### src/rtl/lane_steer_pkg.sv
package lane_steer_pkg;
  // Strobes from the control to the datapath
  typedef struct packed {
    logic driveEn;   // outbound transfer active: drive bus
    logic captureEn; // inbound completion this cycle
    logic laneHigh;  // take incoming byte from upper lane
  } steerCtl_t;

  // configuration bit positions
  localparam int CFG_SEL_BIT = 0;
  localparam int CFG_EN_BIT  = 1;
  localparam int CFG_W       = 2;
endpackage

### src/rtl/dma_lane_ctl.sv
module dma_lane_ctl
  import lane_steer_pkg::*;
(
  input  logic             clk,
  input  logic             rstN,
  input  logic             cfgWe,
  input  logic [CFG_W-1:0] cfgWord,
  input  logic             xferStart,
  input  logic             xferToMem,
  input  logic             dmaAddr0,
  input  logic             xferDone,
  output steerCtl_t        ctl
);
  logic [CFG_W-1:0] cfgReg;
  logic active;
  logic toMem;
  logic laneHighReg;
  logic acceptStart;
  logic acceptDone;
  logic laneFromAddr;

  assign acceptStart = !active && xferStart;
  assign acceptDone  = active && xferDone;

  // polarity select: sel=1 puts odd bytes high, sel=0 puts even bytes high
  assign laneFromAddr = cfgReg[CFG_EN_BIT] &
                        (cfgReg[CFG_SEL_BIT] ? dmaAddr0 : ~dmaAddr0);

  always_ff @(posedge clk) begin
    if (!rstN) begin
      cfgReg      <= '0;
      active      <= 1'b0;
      toMem       <= 1'b0;
      laneHighReg <= 1'b0;
    end else begin
      if (cfgWe) cfgReg <= cfgWord;
      if (acceptStart) begin
        active      <= 1'b1;
        toMem       <= xferToMem;
        laneHighReg <= laneFromAddr;
      end else if (acceptDone) begin
        active <= 1'b0;
      end
    end
  end

  always_comb begin
    ctl.driveEn   = active && toMem;
    ctl.captureEn = acceptDone && !toMem;
    ctl.laneHigh  = laneHighReg;
  end
endmodule

### src/rtl/dma_lane_dp.sv
module dma_lane_dp
  import lane_steer_pkg::*;
#(
  parameter int LANE_W    = 8,
  parameter int NUM_LANES = 2,
  localparam int BUS_W    = LANE_W * NUM_LANES
) (
  input  logic              clk,
  input  logic              rstN,
  input  steerCtl_t         ctl,
  input  logic [LANE_W-1:0] txByte,
  input  logic [BUS_W-1:0]  busIn,
  output logic [BUS_W-1:0]  busOut,
  output logic              busOe,
  output logic [LANE_W-1:0] rxByte,
  output logic              rxValid
);
  logic [LANE_W-1:0] laneIn [NUM_LANES];
  logic [LANE_W-1:0] pickedByte;

  // replicate the outbound byte on every lane and slice the inbound lanes
  for (genvar g = 0; g < NUM_LANES; g++) begin : g_lane
    assign busOut[g*LANE_W +: LANE_W] = ctl.driveEn ? txByte : '0;
    assign laneIn[g] = busIn[g*LANE_W +: LANE_W];
  end

  assign busOe      = ctl.driveEn;
  assign pickedByte = ctl.laneHigh ? laneIn[NUM_LANES-1] : laneIn[0];

  always_ff @(posedge clk) begin
    if (!rstN) begin
      rxByte  <= '0;
      rxValid <= 1'b0;
    end else begin
      rxValid <= ctl.captureEn;
      if (ctl.captureEn) rxByte <= pickedByte;
    end
  end
endmodule

### src/rtl/dma_lane_steer.sv
module dma_lane_steer
  import lane_steer_pkg::*;
#(
  parameter int LANE_W = 8
) (
  input  logic                clk,
  input  logic                rstN,
  input  logic                cfgWe,
  input  logic [CFG_W-1:0]    cfgWord,
  input  logic                xferStart,
  input  logic                xferToMem,
  input  logic                dmaAddr0,
  input  logic                xferDone,
  input  logic [LANE_W-1:0]   txByte,
  input  logic [2*LANE_W-1:0] busIn,
  output logic [2*LANE_W-1:0] busOut,
  output logic                busOe,
  output logic [LANE_W-1:0]   rxByte,
  output logic                rxValid
);
  steerCtl_t ctl;

  dma_lane_ctl u_ctl (
    .clk(clk), .rstN(rstN), .cfgWe(cfgWe), .cfgWord(cfgWord),
    .xferStart(xferStart), .xferToMem(xferToMem), .dmaAddr0(dmaAddr0),
    .xferDone(xferDone), .ctl(ctl)
  );

  dma_lane_dp #(.LANE_W(LANE_W), .NUM_LANES(2)) u_dp (
    .clk(clk), .rstN(rstN), .ctl(ctl), .txByte(txByte), .busIn(busIn),
    .busOut(busOut), .busOe(busOe), .rxByte(rxByte), .rxValid(rxValid)
  );
endmodule

### config.mk
export PLATFORM = sky130hd
export DESIGN_NAME = dma_lane_steer
export DESIGN_NICKNAME = d
export VERILOG_FILES = /design/src/rtl/lane_steer_pkg.sv /design/src/rtl/dma_lane_ctl.sv /design/src/rtl/dma_lane_dp.sv /design/src/rtl/dma_lane_steer.sv
export SDC_FILE = /design/constraint.sdc
export NUM_CORES = 1
export LEC_CHECK = 0
export BUFFER_PORTS_ARGS = -buffer_cell sky130_fd_sc_hd__buf_2
export CAP_MARGIN = 15
export CORE_ASPECT_RATIO = 1.5
export CORE_MARGIN = 2
export CORE_UTILIZATION = 38
export CTS_CLUSTER_SIZE = 14
export DETAILED_ROUTE_END_ITERATION = 10
export GPL_ROUTABILITY_DRIVEN = 0
export PLACE_DENSITY = 0.8
export SLEW_MARGIN = 10
export SYNTH_ARGS = -nofsm -noshare
export SYNTH_HDL_FRONTEND = slang
export SYNTH_SLANG_ARGS = --single-unit
### constraint.sdc
create_clock -name clk -period 1.3 [get_ports clk]
set_input_delay 0.065 -clock clk [delete_from_list [all_inputs] [get_ports clk]]
set_output_delay 0.065 -clock clk [all_outputs]
set_load 0.005 [all_outputs]
==> summary.md <==
| Metric | Value |
|---|---|
| # Post-CTS Setup Buffers | `0` |
| DR iter-0 viols | `6` |
| Layout area overhead | `37.1%` |
| Worst reg-to-reg setup slack | `0.27 ns` |
| Synth area leader | `dfxtp_1` |
| Hold path depth | `2` |
| Final hold vios | `0` |
| Synth area leaders | `dfxtp_1 38%, mux2i_1 15%, o211a_1 12%` |
| Post-Synth Adder-Cell Area | `0%` |
| Crit path buf inv count | `2` |
| H-tree depth | `1` |
| Finished Cell Area | `1020 sq um` |
| #FFs+latches synth | `14` |
| # DRC | `0` |
| Routed WL per cell | `10.5 microns` |
| Post-synthesis net count | `109` |
| Mapped Cells | `76` |
| CP Cell Sequence | `buf_4, and3_1, buf_2` |
| Setup Skew | `0.00563 ns` |
| Initial Util | `40.7%` |
| Cell area after synthesis | `744 sq um` |
| Max stage delay cell, worst path | `dfxtp_1` |
| Post-CTS resize count | `0` |
| First-pass DRT Iterations | `4` |
| Routed Wire Length | `1570 microns` |
| Cts hold-fix bufs | `0` |
| Peak supply drop | `0.582 mV` |
| Worst Path Max Fanout | `11` |
| YS warnings | `0` |
| CP top delay family | `flip-flops` |
| Worst Path Required | `1.24 ns` |
| GRT Util Overall | `13.8%` |
| Final worst-path cycle share | `87.5%` |
| Die height | `58.2 microns` |
| Slew headroom | `84.9%` |
| Critical path data arrival time | `1.07 ns` |
| Reg-to-Reg End | `u_dp.rxByte[3]` |
| Clk root buf | `clkbuf_4` |
| Xor/xnor share of the synthesized area | `1.18%` |
| Hold Crit Class | `primary input to register` |
| Worst-path clk slew | `0.08 ns` |
| Crit. Startpoint | `u_ctl.active` |
| Antenna diode count | `0` |
| Grt total ovfl | `0` |
| Setup TNS | `0 ns` |
| Final setup vio count | `0` |
| CTS Sinks | `14` |
| First-pass GRT wire length | `2210 microns` |
| PwrDens | `923 nW/um^2` |
| Final number of max-transition violations | `0` |
| Status | `complete, no violations` |
| Mux contribution to synthesized area | `14.8%` |
| Via density | `4.81` |
| Share of layout cells above drive strength 1 | `53.1%` |
| Inserted Clock Buffers | `3` |
| Detail Route Antenna Nets | `0` |
| CTS tree | `built` |
| Static Leak | `0.658 nW` |
| Post-synthesis compound-gate area fraction | `12.8%` |
| Mean Syn Cell Area | `9.80 sq um` |
| Max Cap Violations | `0` |
| Net count, final | `162` |
| CP peak stage delay | `0.35 ns` |
| Critical path type | `register to output port` |
| Area share of the largest cell type after synthesis | `37.6%` |
| Largest net degree at the start of global routing | `18` |
| CP Launch Type | `register` |
| Die X | `40.1 microns` |
| Critical hold path startpoint | `xferStart` |
| Simple-Gate Fraction of Synth Area | `19.3%` |
| R2R depth | `4` |
| Total core area | `1830 sq um` |
| Vias after detailed routing | `716` |
| IO Pins | `59` |
| Final min period | `1.14 ns` |
| RSZ-0062 raised after global routing | `false` |
| Max Buffers Root-to-Sink | `2` |
| Vias in the first global route | `566` |
| Initial antenna violation count | `0` |
| Row cnt | `19` |
| Die area | `2340 sq um` |
| Worst Max-Slew Pin Slew | `0.227 ns` |
| DP Area | `985 sq um` |
| Hold EP | `u_ctl.active` |
| IO Port Bufs | `58` |
| Synth cell types | `18` |
| Skew-Pair Late Insertion Delay | `0.29 ns` |
| R2r startpoint | `u_ctl.active` |
| CP endpoint kind | `output port` |
| Final Hold Slack | `0.00820 ns` |
| Register area share after synthesis | `37.6%` |
| Max Freq | `0.879 GHz` |
| Largest family of logic cells by synthesized area | `simple AND/OR/NAND/NOR gates` |
state kept, by name, summed over array words and instances (netlist names):
register / count
u_ctl.toMem: 1
u_ctl.active: 1
u_ctl.laneHighReg: 1
u_ctl.cfgReg: 2
u_dp.rxByte: 8
u_dp.rxValid: 1
Yosys cell counts:
| library cell | n |
|---|---|
| buf_4 | 9 |
| and2_2 | 1 |
| clkbuf_1 | 2 |
| and2b_2 | 1 |
| o211a_1 | 9 |
| nor2b_1 | 3 |
| buf_6 | 1 |
| buf_2 | 1 |
| mux2i_1 | 11 |
| dfxtp_1 | 14 |
| nand2_1 | 10 |
| and2_1 | 1 |
| and3b_1 | 1 |
| and3_1 | 8 |
| xnor2_1 | 1 |
| buf_8 | 1 |
| o21ai_0 | 1 |
| nand4_1 | 1 |
layout make-up:
cell class              instances  area, sq um
fillers                       169          810
multi-input cells              48          358
repair buffers                 62          320
flip-flops and latches         14          280
clock buffers                   4         36.3
well taps                      21         26.3
cells in the final DEF, fill, tap and decap left out, drive strengths merged, types with 2 or more instances in the layout:
cell / n
dfxtp: 14
and3: 8
o211a: 9
mux2i: 11
and2: 2
clkbuf: 4
nand2: 10
nor2b: 3
buf: 62
power by group:
group | switching, mW | internal (mW) | total [mW]
clock | 0.142 | 0.171 | 0.313
combinational | 0.0669 | 0.0955 | 0.162
sequential | 0.0121 | 0.454 | 0.466
total | 0.221 | 0.721 | 0.942
logic make-up (layout without fill, tap and decap cells):
kind of cell              Yosys count  count (layout)
buffers and inverters              14              66
muxes                              11              11
xor gates and xnor gates            1               1
DFF                                14              14
AOI/OAI and AO/OA                  10              10
and+or+nand+nor                    26              26
how the worst max path moves through the flow:
stage | endpoint | slack, ns | cells after the start
floorplan | u_dp.rxByte[0] | 0.27 | 4
global placement | u_dp.rxByte[6] | 0.33 | 4
detailed placement | u_dp.rxByte[3] | 0.28 | 4
CTS | busOut[2] | 0.14 | 3
global route | busOut[4] | 0.09 | 3
finish | busOut[2] | 0.16 | 3
through the flow:
stage                     power, mW  std cells  setup slack [ns]  utilization (%)
after floorplan               0.565         76             0.274                -
after global placement        0.637        145             0.329             53.8
after detailed placement      0.641        145             0.285             53.8
after CTS                     0.960        149             0.142             55.8
after global routing          0.996        149            0.0920             55.8
final                         0.942        149             0.163             55.8
per-layer routing:
layer / vias up / track usage, % / wire, microns
met5: - / 0 / 0
met4: 0 / 10.3 / 45
met3: 5 / 2.68 / 208
met2: 55 / 22.6 / 693
met1: 297 / 14.6 / 623
li1: 359 / - / -
Note: power is estimated with default switching activity, not from simulation.
